--- config.mk ---
export PLATFORM = sky130hd
export DESIGN_NAME = booth_seq_mult
export DESIGN_NICKNAME = d
export VERILOG_FILES = /design/src/rtl/mul_pkg.sv /design/src/rtl/mul_step_decode.sv /design/src/rtl/mul_addsub.sv /design/src/rtl/mul_seq_ctrl.sv /design/src/rtl/booth_seq_mult.sv
export SDC_FILE = /design/constraint.sdc
export NUM_CORES = 1
export LEC_CHECK = 0
export ABC_AREA = 1
export BUFFER_PORTS_ARGS = -buffer_cell sky130_fd_sc_hd__buf_2
export CORE_MARGIN = 4
export CORE_UTILIZATION = 42
export DETAILED_ROUTE_END_ITERATION = 8
export SETUP_SLACK_MARGIN = 0.4
export SLEW_MARGIN = 20
export SYNTH_ARGS = -nofsm -noshare
export SYNTH_HDL_FRONTEND = slang
export SYNTH_HIERARCHICAL = 1
export SYNTH_SLANG_ARGS = --single-unit
--- constraint.sdc ---
create_clock -name clk -period 3.1 [get_ports clk]
set_input_delay 0.155 -clock clk [delete_from_list [all_inputs] [get_ports clk]]
set_output_delay 0.155 -clock clk [all_outputs]
set_load 0.01 [all_outputs]
--- src/rtl/mul_pkg.sv ---
package mul_pkg;
   typedef enum logic {
      MODE_BOOTH    = 1'b0,
      MODE_SHIFTADD = 1'b1
   } mul_mode_e;

   typedef enum logic [1:0] {
      OP_HOLD = 2'd0,
      OP_ADD  = 2'd1,
      OP_SUB  = 2'd2
   } step_op_e;
endpackage

--- src/rtl/mul_step_decode.sv ---
module mul_step_decode
   import mul_pkg::*;
(
   input  mul_mode_e mode,
   input  logic      q_lsb,
   input  logic      q_trail,
   input  logic      last_step,
   output step_op_e  op
);
   always_comb begin
      op = OP_HOLD;
      unique case (mode)
         MODE_BOOTH: begin
            unique case ({q_lsb, q_trail})
               2'b01:   op = OP_ADD;
               2'b10:   op = OP_SUB;
               default: op = OP_HOLD;
            endcase
         end
         MODE_SHIFTADD: begin
            if (q_lsb) op = last_step ? OP_SUB : OP_ADD;
         end
         default: op = OP_HOLD;
      endcase
   end
endmodule

--- src/rtl/mul_addsub.sv ---
module mul_addsub #(
   parameter int W = 9
) (
   input  logic [W-1:0] lhs,
   input  logic [W-1:0] rhs,
   input  logic         sub,
   output logic [W-1:0] sum
);
   logic [W-1:0] rhs_x;
   always_comb begin
      rhs_x = rhs ^ {W{sub}};
      sum   = lhs + rhs_x + W'(sub);
   end
endmodule

--- src/rtl/mul_seq_ctrl.sv ---
module mul_seq_ctrl #(
   parameter int STEPS = 8,
   localparam int CNT_W = $clog2(STEPS + 1)
) (
   input  logic clk,
   input  logic rst_n,
   input  logic start,
   output logic accept,
   output logic busy,
   output logic done,
   output logic last_step
);
   localparam logic [CNT_W-1:0] LAST_IDX = CNT_W'(STEPS - 1);

   logic [CNT_W-1:0] step_cnt;

   assign accept    = start && !busy;
   assign last_step = (step_cnt == LAST_IDX);

   always_ff @(posedge clk or negedge rst_n) begin
      if (!rst_n) begin
         step_cnt <= '0;
         busy     <= 1'b0;
         done     <= 1'b0;
      end else begin
         done <= 1'b0;
         if (accept) begin
            busy     <= 1'b1;
            step_cnt <= '0;
         end else if (busy) begin
            step_cnt <= step_cnt + 1'b1;
            if (last_step) begin
               busy <= 1'b0;
               done <= 1'b1;
            end
         end
      end
   end
endmodule

--- src/rtl/booth_seq_mult.sv ---
module booth_seq_mult
   import mul_pkg::*;
#(
   parameter int WIDTH = 8
) (
   input  logic                 clk,
   input  logic                 rst_n,
   input  logic                 start,
   input  logic                 mode,
   input  logic [WIDTH-1:0]     multiplicand,
   input  logic [WIDTH-1:0]     multiplier,
   output logic                 busy,
   output logic                 done,
   output logic [2*WIDTH-1:0]   product
);
   localparam int AW = WIDTH + 1;   // accumulator with one guard bit

   if (WIDTH < 2) begin : g_width_check
      $error("booth_seq_mult: WIDTH must be at least 2");
   end

   logic          accept, last_step;
   logic [AW-1:0] acc, mcand, alu_sum, alu_res;
   logic [WIDTH-1:0] q_reg;
   logic          q_trail;
   mul_mode_e     mode_r;
   step_op_e      op;

   mul_seq_ctrl #(.STEPS(WIDTH)) u_ctrl (
      .clk       (clk),
      .rst_n     (rst_n),
      .start     (start),
      .accept    (accept),
      .busy      (busy),
      .done      (done),
      .last_step (last_step)
   );

   mul_step_decode u_dec (
      .mode      (mode_r),
      .q_lsb     (q_reg[0]),
      .q_trail   (q_trail),
      .last_step (last_step),
      .op        (op)
   );

   mul_addsub #(.W(AW)) u_alu (
      .lhs (acc),
      .rhs (mcand),
      .sub (op == OP_SUB),
      .sum (alu_sum)
   );

   assign alu_res = (op == OP_HOLD) ? acc : alu_sum;

   always_ff @(posedge clk or negedge rst_n) begin
      if (!rst_n) begin
         acc     <= '0;
         mcand   <= '0;
         q_reg   <= '0;
         q_trail <= 1'b0;
         mode_r  <= MODE_BOOTH;
      end else if (accept) begin
         acc     <= '0;
         mcand   <= {multiplicand[WIDTH-1], multiplicand};
         q_reg   <= multiplier;
         q_trail <= 1'b0;
         mode_r  <= mul_mode_e'(mode);
      end else if (busy) begin
         acc     <= {alu_res[AW-1], alu_res[AW-1:1]};
         q_reg   <= {alu_res[0], q_reg[WIDTH-1:1]};
         q_trail <= q_reg[0];
      end
   end

   assign product = {acc[WIDTH-1:0], q_reg};
endmodule

==> metrics.json <==
{
  "global_route": {
    "grt_first_pass_wirelength_um": 7910,
    "grt_use_total": 0.162,
    "antenna_found_initial": 0,
    "grt_max_degree": 33,
    "grt-ovfl-total": 0,
    "first_global_vias": 1740
  },
  "floorplanning": {
    "fp.dieArea_um2": 6110,
    "io_pins": 38,
    "chipWidth_um": 78.2,
    "rows": 25,
    "dieHeight_um": 78.2,
    "floorplan.core_area_um2": 4750,
    "start_util": 0.435
  },
  "worst_hold_path": {
    "whs_path_depth": 3,
    "worstHoldEndpoint": "mcand[7]",
    "min_from": "multiplicand[7]",
    "hold_path_class": "in -> reg"
  },
  "placement": {
    "globalplace.congestion": 0.806,
    "preCtsSetupSlack_ns": 0.194,
    "place.port_buffers": 37,
    "place.detailed.hpwl_um": 3330
  },
  "clocking": {
    "clkLatencyLatePin_ns": 0.28,
    "deepest_clock_path_buffer_count": 2,
    "numCtsBuffers": 5,
    "cts-htree-levels": 2,
    "worst_setup_hold_path_clk_slew_ns": 0.07,
    "clkSinkCount": 32,
    "cts_root_buffer": "sky130_fd_sc_hd__clkbuf_8",
    "tritoncts_clock_tree": "done"
  },
  "detailed_routing": {
    "routed-via-count": 1914,
    "firstDrtPassIters": 7,
    "route.antenna.remaining_nets": 0,
    "detailedRoute.firstIterationViolations": 70,
    "drt-wirelength-per-cell_um": 12.0,
    "route.detailed.vias_per_inst": 4.65,
    "route.detailed.drc": 0,
    "drt-total-wl_um": 4940
  },
  "setup_path": {
    "critical_path_peak_fanout": 7,
    "cell_by_cell_trace_of_the_critical_path": "ha_2 > nand3_2 > inv_2 > nand3_2 > nand2_2 > inv_2 > nor2_4 > buf_12 > xor2_4 > ha_4 > a21oi_2 > o21ai_4 > buf_4 > xor2_1 > o21ai_0 > nand2_1 > nand2_1 > nand2_1",
    "crit_path_frequent_cell": "sky130_fd_sc_hd__nand2_1",
    "cpLargestDelayFamily": "simple AND/OR/NAND/NOR gates",
    "reg2reg_to": "acc[3]",
    "critical-path-max-stage-delay_ns": 0.37,
    "path_buf_inv": 4,
    "crit_start": "u_ctrl/step_cnt[1]",
    "reg2regPathDepth": 18,
    "critPathArrivalTime_ns": 2.78,
    "worstSetupPathType": "reg -> reg",
    "timing.reg2reg.setup_slack_ns": 0.50,
    "cp_endpoint_kind": "flop",
    "r2r_start": "u_ctrl/step_cnt[1]",
    "critPathLaunchType": "flop",
    "worst_ep_required_time_ns": 3.28,
    "crit_path_top_delay_cell": "sky130_fd_sc_hd__dfrtp_1",
    "worstSetupPathDepth": 18
  },
  "timing": {
    "period_minus_slack_ns": 2.60,
    "min_period_over_period": 0.838,
    "max-slew-margin-rel": 0.479,
    "setup_slack_ns": 0.501,
    "final_hold_viol_count": 0,
    "fmaxAchievable_mhz": 385,
    "rsz0062_at_grt": "yes",
    "final.setup.tns_ns": 0,
    "setup_skew_ns": 0.00308,
    "slew_viol_final": 0,
    "setup_viol": 0,
    "tightestPinTransition_ns": 0.780
  },
  "synth": {
    "ys_seq_area_frac": 0.387,
    "yosysUniqueCellTypes": 27,
    "yosysWarningCount": 6,
    "async_flop_share": 1.00,
    "postSynthNetCount": 319,
    "synth_enable_flop_cells": 0,
    "syn_inst": 290,
    "yosys_register_bits": 32,
    "synthFlopType": "sky130_fd_sc_hd__dfrtp_1",
    "syn-cell-area_um2": 2070,
    "synth.avg_cell_area_um2": 7.13
  },
  "layout": {
    "syn2layout_area_growth_pct": 29.5,
    "antennaDiodeCount": 0,
    "layout.cells.most_common_list": "sky130_fd_sc_hd__nand2_1 (120), sky130_fd_sc_hd__buf_2 (37), sky130_fd_sc_hd__inv_1 (33)",
    "design.final.nets": 373,
    "fin_util": 0.563,
    "layout_cells_sized_above_1": 0.278,
    "most_common_cell_after_layout_fill_and_taps_aside": "sky130_fd_sc_hd__nand2_1"
  },
  "flow_run": {
    "maxCapViolCount": 0
  },
  "status": {
    "run_status": "finished, final reports clean"
  }
}
## final cells by class
| type | instances | area, um^2 |
|---|---|---|
| clock buffers | 7 | 86.3 |
| clock inverters | 1 | 7.51 |
| inverters | 41 | 156 |
| repair buffers | 53 | 324 |
| well taps | 67 | 83.8 |
| multi-input cells | 211 | 1220 |
| flip-flops and latches | 32 | 801 |
| fillers | 474 | 2080 |
## repair_timing
action | CTS | global route
setup endpoints to repair | 6 | 6
endpoints found under the hold margin | 32 | 0
resized for setup | 7 | 25
buffers inserted | 4 | 10
hold buffers | 1 | 0
pin swaps | 4 | 18
## worst reg2reg max path, delay by kind of cell (launching register included)
kind / cells / cell delay, ns
buf+inv: 4 / 0.44
compound gates: 3 / 0.38
fa+ha+maj: 2 / 0.42
simple gates: 7 / 0.59
flops: 1 / 0.37
xor+xnor: 2 / 0.29
## synthesized netlist by cell type, types with 2 or more instances
cell type / instances / area, um^2
sky130_fd_sc_hd__inv_1: 35 / 131
sky130_fd_sc_hd__xor2_1: 9 / 78.8
sky130_fd_sc_hd__a21oi_1: 9 / 45.0
sky130_fd_sc_hd__buf_6: 5 / 56.3
sky130_fd_sc_hd__nor2_1: 16 / 60.1
sky130_fd_sc_hd__nor2_4: 3 / 33.8
sky130_fd_sc_hd__inv_2: 4 / 15.0
sky130_fd_sc_hd__dfrtp_1: 32 / 801
sky130_fd_sc_hd__nand2_2: 5 / 31.3
sky130_fd_sc_hd__o21ai_1: 6 / 30.0
sky130_fd_sc_hd__ha_1: 8 / 100
sky130_fd_sc_hd__o21ai_0: 6 / 30.0
sky130_fd_sc_hd__nand2_1: 123 / 462
sky130_fd_sc_hd__nand3b_1: 2 / 15.0
sky130_fd_sc_hd__xnor2_1: 2 / 17.5
sky130_fd_sc_hd__nand3_1: 14 / 70.1
## cells by family (layout without fill, tap and decap cells)
logic type / Yosys count / count (layout) / share of synthesized area
flops: 32 / 32 / 0.387
compound gates: 25 / 25 / 0.0659
fa+ha+maj: 9 / 9 / 0.0581
xor+xnor: 11 / 11 / 0.0466
buf+inv: 47 / 102 / 0.106
simple gates: 166 / 166 / 0.336
## worst max path at each step
stage / end / slack [ns]
floorplan: acc[4] / 0.56
global placement: acc[4] / 0.23
detailed placement: acc[4] / 0.19
CTS: acc[4] / 0.42
global route: acc[7] / 0.35
finish: acc[3] / 0.50
## per-stage QoR
stage,instance area (um^2),instances,hold WS [ns]
floorplan,2070,290,-0.141
global placement,2280,389,0.259
detailed placement,2280,389,0.258
CTS,2450,402,0.0617
global route,2680,412,0.0712
finish,2680,412,0.0665
## layer usage
metal	vias up	wire, um	part of all wire	GRT usage
li1	997	-	-	-
met1	876	2410	0.49	0.224
met2	37	2320	0.47	0.253
met3	4	174	0.035	0.0344
met4	0	27	0.0055	0.0507
met5	-	0	0	0
Power is not shown: default switching activity piles up to over one toggle a cycle in this logic, so the estimate is an artifact.
